## config.mk

```make
export PLATFORM = sky130hd
export DESIGN_NAME = chop_ilim
export DESIGN_NICKNAME = d
export VERILOG_FILES = /design/src/rtl/ilim_pkg.sv /design/src/rtl/ilim_span_cnt.sv /design/src/rtl/ilim_ctrl_fsm.sv /design/src/rtl/chop_ilim.sv
export SDC_FILE = /design/constraint.sdc
export NUM_CORES = 1
export LEC_CHECK = 0
export BUFFER_PORTS_ARGS = -buffer_cell sky130_fd_sc_hd__buf_2
export CAP_MARGIN = 40
export CORE_MARGIN = 8
export CORE_UTILIZATION = 45
export CTS_CLUSTER_DIAMETER = 80
export DETAILED_ROUTE_END_ITERATION = 10
export PLACE_DENSITY = 0.61
export SLEW_MARGIN = 0
export SYNTH_ARGS = -nofsm -noshare
export SYNTH_HDL_FRONTEND = slang
export SYNTH_SLANG_ARGS = --single-unit
```

## constraint.sdc

```tcl
create_clock -name clk -period 2.25 [get_ports clk]
set_input_delay 0.45 -clock clk [delete_from_list [all_inputs] [get_ports clk]]
set_output_delay 0.45 -clock clk [all_outputs]
set_load 0.005 [all_outputs]
```

## src/rtl/ilim_pkg.sv

```systemverilog
package ilim_pkg;

  typedef enum logic [2:0] {
    ILIM_IDLE  = 3'd0,
    ILIM_COND  = 3'd1,
    ILIM_OFF   = 3'd2,
    ILIM_BLANK = 3'd3,
    ILIM_TRIP  = 3'd4
  } ilim_state_e;

  function automatic int ns_to_cycles(input longint clk_hz, input longint ns);
    longint c;
    c = (clk_hz * ns) / 64'd1_000_000_000;
    if (c < 1) c = 1;
    return int'(c);
  endfunction

endpackage

```

## src/rtl/ilim_span_cnt.sv

```systemverilog
module ilim_span_cnt #(
  parameter int W = 8
) (
  input  logic         clk,
  input  logic         rst,
  input  logic         clr,
  input  logic         en,
  input  logic [W-1:0] last,
  output logic         hit
);

  logic [W-1:0] cnt;

  always_ff @(posedge clk) begin
    if (rst || clr) begin
      cnt <= '0;
    end else if (en && !hit) begin
      cnt <= cnt + 1'b1;
    end
  end

  assign hit = en && (cnt == last);

endmodule

```

## src/rtl/ilim_ctrl_fsm.sv

```systemverilog
module ilim_ctrl_fsm
  import ilim_pkg::*;
(
  input  logic clk,
  input  logic rst,
  input  logic drive_en,
  input  logic lim_flag,
  input  logic sc_flag,
  input  logic ph_hit,
  input  logic sc_hit,
  output logic ph_en,
  output logic ph_clr,
  output logic ph_sel_off,
  output logic sc_en,
  output logic sc_clr,
  output logic gate_on,
  output logic oc_evt,
  output logic sc_fault
);

  ilim_state_e st, nx;
  logic        chop;

  always_comb begin
    nx   = st;
    chop = 1'b0;
    unique case (st)
      ILIM_IDLE:  nx = ILIM_COND;
      ILIM_COND: begin
        if (sc_flag) begin
          if (sc_hit) nx = ILIM_TRIP;
        end else if (lim_flag) begin
          nx   = ILIM_OFF;
          chop = 1'b1;
        end
      end
      ILIM_OFF:   if (ph_hit) nx = ILIM_BLANK;
      ILIM_BLANK: if (ph_hit) nx = ILIM_COND;
      ILIM_TRIP:  nx = ILIM_TRIP;
      default:    nx = ILIM_IDLE;
    endcase
    if (!drive_en) begin
      nx   = ILIM_IDLE;
      chop = 1'b0;
    end
  end

  assign ph_en      = (st == ILIM_OFF) || (st == ILIM_BLANK);
  assign ph_clr     = !drive_en || (nx != st);
  assign ph_sel_off = (st == ILIM_OFF);
  assign sc_en      = drive_en && (st == ILIM_COND) && sc_flag;
  assign sc_clr     = !sc_en;

  always_ff @(posedge clk) begin
    if (rst) begin
      st       <= ILIM_IDLE;
      gate_on  <= 1'b0;
      oc_evt   <= 1'b0;
      sc_fault <= 1'b0;
    end else begin
      st       <= nx;
      gate_on  <= (nx == ILIM_COND) || (nx == ILIM_BLANK);
      oc_evt   <= chop;
      sc_fault <= (nx == ILIM_TRIP);
    end
  end

endmodule

```

## src/rtl/chop_ilim.sv

```systemverilog
module chop_ilim
  import ilim_pkg::*;
#(
  parameter int CLK_HZ   = 100_000_000,
  parameter int OFF_NS   = 17_000,
  parameter int BLANK_NS = 11_500,
  parameter int SC_NS    = 10_000
) (
  input  logic clk,
  input  logic rst,
  input  logic drive_en,
  input  logic lim_flag,
  input  logic sc_flag,
  output logic gate_on,
  output logic oc_evt,
  output logic sc_fault
);

  localparam int OFF_CYC   = ns_to_cycles(longint'(CLK_HZ), longint'(OFF_NS));
  localparam int BLANK_CYC = ns_to_cycles(longint'(CLK_HZ), longint'(BLANK_NS));
  localparam int SC_CYC    = ns_to_cycles(longint'(CLK_HZ), longint'(SC_NS));
  localparam int PH_MAX    = (OFF_CYC > BLANK_CYC) ? OFF_CYC : BLANK_CYC;
  localparam int PW        = (PH_MAX > 1) ? $clog2(PH_MAX) : 1;
  localparam int SW        = (SC_CYC > 1) ? $clog2(SC_CYC) : 1;
  localparam logic [PW-1:0] OFF_LAST   = PW'(OFF_CYC - 1);
  localparam logic [PW-1:0] BLANK_LAST = PW'(BLANK_CYC - 1);
  localparam logic [SW-1:0] SC_LAST    = SW'(SC_CYC - 1);

  logic ph_en, ph_clr, ph_sel_off, ph_hit;
  logic sc_en, sc_clr, sc_hit;
  logic [PW-1:0] ph_last;

  assign ph_last = ph_sel_off ? OFF_LAST : BLANK_LAST;

  ilim_ctrl_fsm u_fsm (
    .clk        (clk),
    .rst        (rst),
    .drive_en   (drive_en),
    .lim_flag   (lim_flag),
    .sc_flag    (sc_flag),
    .ph_hit     (ph_hit),
    .sc_hit     (sc_hit),
    .ph_en      (ph_en),
    .ph_clr     (ph_clr),
    .ph_sel_off (ph_sel_off),
    .sc_en      (sc_en),
    .sc_clr     (sc_clr),
    .gate_on    (gate_on),
    .oc_evt     (oc_evt),
    .sc_fault   (sc_fault)
  );

  ilim_span_cnt #(.W(PW)) u_phase (
    .clk  (clk),
    .rst  (rst),
    .clr  (ph_clr),
    .en   (ph_en),
    .last (ph_last),
    .hit  (ph_hit)
  );

  ilim_span_cnt #(.W(SW)) u_short (
    .clk  (clk),
    .rst  (rst),
    .clr  (sc_clr),
    .en   (sc_en),
    .last (SC_LAST),
    .hit  (sc_hit)
  );

endmodule

```

==> results.py <==
metrics = {
    "run_status": {
        "outcome": "completed",
    },
    "clock_tree": {
        "clk_pin_slew_worst_paths_ps": 150,
        "post_cts_buffers": 0,
        "h-tree-depth": 1,
        "cts_resized": 0,
        "cts_sinks": 27,
        "worstSkewPairLatency_ps": 330,
        "cts-root-buf": "clkbuf_4",
        "cts_tree": "yes",
        "cts_hold_buffers": 0,
        "numCtsBuffers": 3,
        "cts_max_path_buffers": 2,
    },
    "die": {
        "core_region_area_um2": 2950,
        "ios": 8,
        "rows": 20,
        "die_area_um2": 5010,
        "die_width_um": 70.8,
        "start_util_pct": 45.7,
        "die_h_um": 70.8,
    },
    "critical_path": {
        "critical_path_class": "reg2reg",
        "required_ps": 2530,
        "start_kind": "flip-flop",
        "crit_buf_inv": 0,
        "endpoint_kind": "flip-flop",
        "arrival_ps": 2140,
        "max_stage_delay_ps": 530,
        "cp_cell_sequence": "nor3b_2 -> nand4b_2 -> nand3_2 -> or4_1 -> a21oi_1",
        "slowest_stage": "or4_1",
        "critical-path-top-delay-family": "simple AND/OR/NAND/NOR gates",
        "worst-path-max-fanout": 9,
    },
    "cells_and_area": {
        "syn2layout_area_growth_pct": 8.43,
        "nets": 172,
        "antenna_cells": 0,
        "drive_gt1_share_pct": 14.0,
        "final_util_pct": 49.6,
        "regArea_um2": 541,
        "nFillCells": 294,
        "multiInputGateArea_um2": 786,
        "instances_no_fill": 197,
    },
    "place": {
        "place_ws_ps": 359,
        "portBuffers": 7,
        "hpwlAfterDp_um": 1910,
        "routabilityCongestion": 0.810,
        "place_inst": 193,
    },
    "drt": {
        "routed_wirelength_um": 2570,
        "dr.pass1.iters": 4,
        "ant_nets": 0,
        "vias": 1123,
        "routed_via_density": 5.70,
        "first_iter_violations": 119,
        "drc": 0,
        "wire_per_inst_um": 13.0,
    },
    "sta": {
        "tightest_slew_ps": 514,
        "final_max_slew_viol_count": 0,
        "finalSetupViolCount": 0,
        "setup_ws_ps": 393,
        "finalSetupTns_ps": 0,
        "min_period_over_period_pct": 82.6,
        "fmax_mhz": 538,
        "finalCriticalPeriod_ps": 1860,
        "relSlewSlack_pct": 65.2,
        "rsz0062_at_grt": "false",
        "hold_violations": 0,
        "clock_skew_ps": 2.27,
    },
    "global_routing": {
        "use_met1_pct": 13.3,
        "grt_pass1_vias": 1066,
        "busiest_layer": "met2",
        "grtUsageMet3_pct": 3.39,
        "overflow": 0,
        "grt_max_degree": 18,
        "grt_pass1_wl_um": 4620,
        "antenna_found_initial": 0,
        "use_met2_pct": 18.5,
        "grt_usage_pct": 11.1,
    },
    "yosys": {
        "syn_avg_cell_area_um2": 8.82,
        "synth_edf_count": 0,
        "ys_seq_area_share_pct": 40.0,
        "yosysWarnings": 0,
        "ys_async_sr_fraction_pct": 0,
        "synth_top_cells_by_area": "dfxtp_1 40%, xor2_1 7.1%, nor2_1 6.1%",
        "ys_ff_latch": 27,
        "yosysTopAreaCell": "dfxtp_1",
        "syn_inst": 153,
        "synth_area_um2": 1350,
        "synth_nets": 160,
        "synthFlopType": "dfxtp_1",
        "synth_top_area_share_pct": 40.0,
        "yosys.cell_types.count": 43,
    },
    "power": {
        "power_leakage_nw": 0.538,
        "ir_worst_vdd_mv": 0.481,
        "p_per_area_nw_per_um2": 505,
    },
    "hold_path": {
        "hp-class": "in2reg",
    },
    "flow_run": {
        "maxCapViolCount": 0,
    },
}
==> synthesized netlist by cell type, drive strengths merged, types with 2 or more instances <==
library cell	instances
nor2b	4
nand2b	4
and2	2
nand4bb	2
nand3	6
a21oi	8
buf	2
or4	2
and4	3
and3	4
nand4b	2
or3	3
nand2	11
mux2i	2
xor2	11
a31oi	3
nand4	4
nor3	4
o21ai	5
inv	2
or3b	2
dfxtp	27
o31ai	2
nor2	22
ha	2
a221oi	2
==> worst paths after layout <==
kind	from	to	slack [ps]	cells after the start
max	u_fsm.st[1]	u_phase.cnt[9]	390	5
max reg2reg	u_fsm.st[1]	u_phase.cnt[9]	390	5
min	rst	u_fsm.st[2]	460	3
min reg2reg	u_short.cnt[8]	u_short.cnt[8]	500	2
==> layout by cell type, fill, tap and decap left out, types with 5 or more instances in the layout <==
master   Yosys  routed
o21ai_0      5       5
xor2_1      11      11
nand2_1     10      10
a21oi_1      8       8
nor2_1      22      22
nand3_1      5       5
dfxtp_1     27      27
buf_2        1       7
==> metal layers <==
layer	routed length (µm)	up-vias
li1	-	581
met1	1260	529
met2	1200	9
met3	75	4
met4	27	0
met5	0	-
==> cell families (layout without fill, tap and decap cells) <==
family                   count (synthesis)  in the layout  synth area share, %
AND/OR/NAND/NOR                         81             81                 36.1
buffers and inverters                    5             16                 1.76
adder cells (fa/ha/maj)                  2              2                 1.85
XOR/XNOR                                11             11                 7.14
flip-flops                              27             27                 40.0
AO/OA/AOI/OAI                           25             25                 11.7
multiplexers                             2              2                 1.48
==> area by class of cell <==
type | instances | share of cell area, %
repair buffers | 10 | 3.93
well taps | 33 | 2.82
inverters | 2 | 0.513
clock buffers | 3 | 1.54
multi-input cells | 121 | 53.7
flip-flops and latches | 27 | 36.9
clock inverters | 1 | 0.598
==> registers in the layout, summed over array words and instances (netlist names) <==
name / cells
u_phase.cnt: 11
u_short.cnt: 10
u_fsm.st: 3
u_fsm.gate_on: 1
u_fsm.oc_evt: 1
u_fsm.sc_fault: 1
==> worst reg2reg max path, delay by kind of cell, from the launching register on <==
| kind | cells | cell delay, ps |
|---|---|---|
| flops | 1 | 490 |
| compound gates | 1 | 150 |
| simple gates | 4 | 1150 |
==> where the power goes <==
group          switching [mW]  internal [mW]
sequential            0.00325          0.481
combinational          0.0170         0.0132
clock                   0.151         0.0727
total                   0.172          0.567
==> metrics by stage <==
stage | cell area [µm²] | total power, mW | hold WS (ps)
floorplan | 1350 | 0.513 | 458
global placement | 1430 | 0.524 | 474
detailed placement | 1430 | 0.525 | 486
CTS | 1460 | 0.752 | 433
global route | 1460 | 0.774 | 464
finish | 1460 | 0.739 | 455
(Power assumes the default switching activity.)
